--- config.mk ---
export PLATFORM = sky130hd
export DESIGN_NAME = booth8_mul
export DESIGN_NICKNAME = d
export VERILOG_FILES = /design/src/rtl/booth8_pkg.sv /design/src/rtl/booth8_recode.sv /design/src/rtl/booth8_sel.sv /design/src/rtl/booth8_ctrl.sv /design/src/rtl/booth8_mul.sv
export SDC_FILE = /design/constraint.sdc
export NUM_CORES = 1
export LEC_CHECK = 0
export ABC_AREA = 1
export BUFFER_PORTS_ARGS = -buffer_cell sky130_fd_sc_hd__buf_2
export CAP_MARGIN = 20
export CORE_ASPECT_RATIO = 0.9
export CORE_MARGIN = 2
export CORE_UTILIZATION = 64
export DETAILED_ROUTE_END_ITERATION = 7
export PLACE_DENSITY = 0.87
export SYNTH_ARGS = -nofsm -noshare
export SYNTH_HDL_FRONTEND = slang
export SYNTH_SLANG_ARGS = --single-unit
--- constraint.sdc ---
create_clock -name clk_i -period 10.2 [get_ports clk_i]
set_input_delay 1.53 -clock clk_i [delete_from_list [all_inputs] [get_ports clk_i]]
set_output_delay 1.53 -clock clk_i [all_outputs]
set_load 0.01 [all_outputs]
--- src/rtl/booth8_pkg.sv ---
package booth8_pkg;
  typedef enum logic [1:0] {ST_IDLE, ST_PRE, ST_ITER} st_e;

  typedef struct packed {
    logic       neg;
    logic [2:0] mag;
  } digit_t;
endpackage

--- src/rtl/booth8_recode.sv ---
module booth8_recode
  import booth8_pkg::*;
(
  input  logic [3:0] grp_i,  // {b[i+2], b[i+1], b[i], b[i-1]}
  output digit_t     dig_o
);
  logic [2:0] t;

  // negative groups mirror positive ones under bitwise inversion
  always_comb begin
    t = grp_i[3] ? ~grp_i[2:0] : grp_i[2:0];
    dig_o.neg = grp_i[3] & ~(&grp_i[2:0]);
    dig_o.mag = {1'b0, t[2], 1'b0} + {2'b00, t[1]} + {2'b00, t[0]};
  end
endmodule

--- src/rtl/booth8_sel.sv ---
module booth8_sel
  import booth8_pkg::*;
#(
  parameter int PW = 36
) (
  input  logic [PW-1:0] y1_i,
  input  logic [PW-1:0] y3_i,
  input  digit_t        dig_i,
  output logic [PW-1:0] pp_o,
  output logic          cin_o
);
  logic [PW-1:0] m;

  always_comb begin
    unique case (dig_i.mag)
      3'd1:    m = y1_i;
      3'd2:    m = {y1_i[PW-2:0], 1'b0};
      3'd3:    m = y3_i;
      3'd4:    m = {y1_i[PW-3:0], 2'b00};
      default: m = '0;
    endcase
    pp_o  = dig_i.neg ? ~m : m;
    cin_o = dig_i.neg;
  end
endmodule

--- src/rtl/booth8_ctrl.sv ---
module booth8_ctrl
  import booth8_pkg::*;
#(
  parameter int N = 11
) (
  input  logic clk_i,
  input  logic rst_ni,
  input  logic valid_i,
  output logic ready_o,
  output logic load_o,
  output logic pre_o,
  output logic step_o,
  output logic done_o
);
  localparam int CW = (N > 1) ? $clog2(N) : 1;

  st_e           st_q;
  logic [CW-1:0] cnt_q;
  logic          done_q;
  logic          last;

  assign ready_o = (st_q == ST_IDLE);
  assign load_o  = ready_o & valid_i;
  assign pre_o   = (st_q == ST_PRE);
  assign step_o  = (st_q == ST_ITER);
  assign last    = (cnt_q == CW'(N - 1));
  assign done_o  = done_q;

  always_ff @(posedge clk_i or negedge rst_ni) begin
    if (!rst_ni) begin
      st_q   <= ST_IDLE;
      cnt_q  <= '0;
      done_q <= 1'b0;
    end else begin
      done_q <= 1'b0;
      unique case (st_q)
        ST_IDLE: if (valid_i) st_q <= ST_PRE;
        ST_PRE: begin
          st_q  <= ST_ITER;
          cnt_q <= '0;
        end
        ST_ITER: begin
          if (last) begin
            st_q   <= ST_IDLE;
            done_q <= 1'b1;
          end else begin
            cnt_q <= cnt_q + 1'b1;
          end
        end
        default: st_q <= ST_IDLE;
      endcase
    end
  end
endmodule

--- src/rtl/booth8_mul.sv ---
module booth8_mul
  import booth8_pkg::*;
#(
  parameter int W = 32
) (
  input  logic           clk_i,
  input  logic           rst_ni,
  input  logic           valid_i,
  output logic           ready_o,
  input  logic           signed_i,
  input  logic [W-1:0]   a_i,
  input  logic [W-1:0]   b_i,
  output logic           done_o,
  output logic [2*W-1:0] product_o
);
  localparam int N   = (W + 3) / 3;  // ceil((W+1)/3) digits
  localparam int XW  = 3 * N;        // extended multiplier width
  localparam int PW  = W + 4;        // holds +-4Y and the running sum
  localparam int PRW = 2 * W;

  logic          load, pre, step;
  logic [PW-1:0] y1_q, y3_q, acc_q, pp, sum;
  logic [XW-1:0] mr_q;
  logic          prev_q, cin;
  logic          sa, sb;
  digit_t        dig;

  booth8_ctrl #(.N(N)) u_ctrl (
    .clk_i  (clk_i),
    .rst_ni (rst_ni),
    .valid_i(valid_i),
    .ready_o(ready_o),
    .load_o (load),
    .pre_o  (pre),
    .step_o (step),
    .done_o (done_o)
  );

  booth8_recode u_rec (
    .grp_i({mr_q[2:0], prev_q}),
    .dig_o(dig)
  );

  booth8_sel #(.PW(PW)) u_sel (
    .y1_i (y1_q),
    .y3_i (y3_q),
    .dig_i(dig),
    .pp_o (pp),
    .cin_o(cin)
  );

  assign sa  = signed_i & a_i[W-1];
  assign sb  = signed_i & b_i[W-1];
  assign sum = acc_q + pp + PW'(cin);

  always_ff @(posedge clk_i or negedge rst_ni) begin
    if (!rst_ni) begin
      y1_q   <= '0;
      y3_q   <= '0;
      acc_q  <= '0;
      mr_q   <= '0;
      prev_q <= 1'b0;
    end else if (load) begin
      y1_q   <= {{(PW-W){sa}}, a_i};
      mr_q   <= {{(XW-W){sb}}, b_i};
      acc_q  <= '0;
      prev_q <= 1'b0;
    end else if (pre) begin
      y3_q <= y1_q + {y1_q[PW-2:0], 1'b0};
    end else if (step) begin
      // {acc,mr} shifts right arithmetically by one digit
      acc_q  <= {{3{sum[PW-1]}}, sum[PW-1:3]};
      mr_q   <= {sum[2:0], mr_q[XW-1:3]};
      prev_q <= mr_q[2];
    end
  end

  assign product_o = PRW'({acc_q, mr_q});
endmodule

==> run metrics <==
CTS H-tree depth=4; Worst-Margin Slew=1.02 ns; DRT iter0 DRCs=1311; Clock Pin Slew Worst Setup and Hold Paths=0.06 ns; Syn Nets=1643; count of final setup violators=0; CP endpoint kind=register; largest net degree at the start of global routing=78; Yosys cell types=46; row count=44; Finished Core Util=0.733; Clock Latency Late Sink=0.44 ns; max-slew violations=0; Post-DP HPWL=22.4 mm; GR Overflow Total=0; post-synthesis compound-gate area fraction=0.228; Adder-Cell Fraction of Synth Area=0.0863; Initial Utilization=0.660; post-cts gate resize count=0; fin crit share=0.448; synthesis warning total=0; setup bufs post-CTS=0; post-synthesis mux area share=0; Area growth syn-to-layout=11.1%; syn_area_per_cell=7.16 um^2; detailed-route vias per instance=5.96; total negative slack=0 ns; most common cell after layout, fill and taps aside=nand2_1; most frequent cells in the layout=nand2_1, o21ai_0, inv_1; Routed WL per cell=16.7 um; top_reg_cell synth=dfrtp_1; async set or reset register ratio after synthesis=1.00; # fillers=1291; status=complete, no violations; antenna-violating nets left=0; hold bufs inserted after CTS=0; share of layout cells above drive strength 1=0.127; area share of and/or/nand/nor cells after synthesis=0.215; CTS tree=yes; crit path time final=4.57 ns; Post-Route WL=30.2 mm; top achievable clock speed=219 MHz; Synth Instances=1502; register bit total from synthesis=142; number of global-route vias before repair=9928; number of max-cap violations=0; GRT Resource Usage Total=0.340; EDFF count, synth=0; register area share after synthesis=0.330; Critical Path RT=10.53 ns; Root Driver=clkbuf_16; Mapped Area=0.0108 mm^2; Setup Skew=0.0115 ns; worst slack, placed=5.67 ns; CP Launch Type=register; clk sinks=142; Post-Place Cells=1770; crit path max fanout=31; clk buf depth=2; DIE AREA=0.0179 mm^2; RSZ-0062 raised after global routing=false; final worst slack=5.63 ns; Post-route DRC=0; Final Hold Fails=0; GPL Wtd Cong=0.973; total core area=0.0163 mm^2; Final nets=1725; Slew HR=0.320; Crit Path Class=reg -> reg; die width=141 um; first-pass GRT wire length=48.9 mm; CP arrival=4.90 ns; Synth Area in XOR/XNOR=0.0440; IO buf count=133; drt pass-1 iters=6; final std cells w/o fill=1803; Antenna Cells=0; largest family of logic cells by synthesized area=compound AO/OA/AOI/OAI gates; io pins=134; antenna violations before repair=0; clock buffer count from CTS=17; die height=127 um; Hold WC Path Type=reg -> reg; routed vias=10700
## worst max-delay path, cell delays in order, from the launching register on
cell and delay [ns]:
dfrtp_1 0.40, inv_1 0.09, nand2_1 0.11, o21ai_0 0.18, ha_1 0.27, nor2_1 0.15
nand2_1 0.60, o221ai_1 0.55, xor2_1 0.20, fa_1 0.42, inv_1 0.17, nand3_1 0.09
nand2_1 0.14, a21oi_1 0.13, o21ai_1 0.31, nand2_1 0.09, nand2_1 0.17, nand3_1 0.14
nand2_1 0.09, nand2_1 0.05, nand3_1 0.07, nand2_1 0.05
## final timing paths
| kind | from | to | slack (ns) | cells past startpoint |
|---|---|---|---|---|
| setup / recovery | prev_q | acc_q[29] | 5.63 | 21 |
| hold / removal | y3_q[11] | y3_q[11] | 0.49 | 2 |
| setup reg to reg | prev_q | acc_q[29] | 5.63 | 21 |
| hold reg to reg | y3_q[11] | y3_q[11] | 0.49 | 2 |
| max in group asynchronous | rst_ni | acc_q[11] | 7.73 | 2 |
| min in group asynchronous | rst_ni | u_ctrl.st_q[1] | 1.11 | 1 |
## through the flow
stage	hold WS, ns	instance area, um^2
final	0.489	12000
after global routing	0.513	12000
after CTS	0.488	11900
after detailed placement	0.473	11300
after global placement	0.465	11300
after floorplan	0.449	10800
## final cells by class
cell class,count,area [um^2],area share
flip-flops and latches,142,3550,0.297
well taps,207,259,0.0217
repair buffers,141,764,0.0640
multi-input cells,1121,6170,0.517
clock buffers,18,429,0.0359
inverters,161,604,0.0506
clock inverters,13,166,0.0139
## synthesized netlist by cell type, drive strengths merged (2+ instances only)
master,n,share of area
inv,160,0.056
o21ai,223,0.11
a31oi,15,0.0087
dfrtp,142,0.33
xor2,44,0.036
o211ai,3,0.0021
o221ai,4,0.0033
a21boi,6,0.0042
a221oi,15,0.015
nor2,110,0.039
nor4,2,0.0012
or2,14,0.0081
clkbuf,31,0.011
fa,2,0.0037
nor3,15,0.0070
ha,71,0.083
nand2,343,0.12
o21a,5,0.0035
a21o,12,0.0084
o22ai,35,0.020
xnor2,10,0.0081
o31ai,2,0.0014
and3,2,0.0012
nand3b,8,0.0056
a21oi,101,0.047
nand3,58,0.028
buf,47,0.029
nand4,8,0.0047
o21bai,9,0.0063
## state kept, by name, summed over array words and instances (netlist names)
register / count
y3_q: 35
y1_q: 33
mr_q: 33
u_ctrl.done_o: 1
u_ctrl.st_q: 2
prev_q: 1
u_ctrl.cnt_q: 4
acc_q: 33
## kinds of logic after synthesis
group,Yosys count
AND/OR/NAND/NOR,561
XOR/XNOR,54
adder cells (fa/ha/maj),73
AO/OA/AOI/OAI,433
buffers and inverters,239
flip-flops,142
## per-layer routing
layer | global-route usage | up-vias | routed length, um
met5 | 0 | - | 0
met4 | 0.122 | 0 | 738
met3 | 0.0536 | 57 | 2670
met2 | 0.524 | 504 | 13200
met1 | 0.490 | 4962 | 13500
li1 | - | 5219 | -
Power is left out: the tool's default activity adds up to more than one toggle a clock period on the data nets, which glitch-free logic cannot reach.
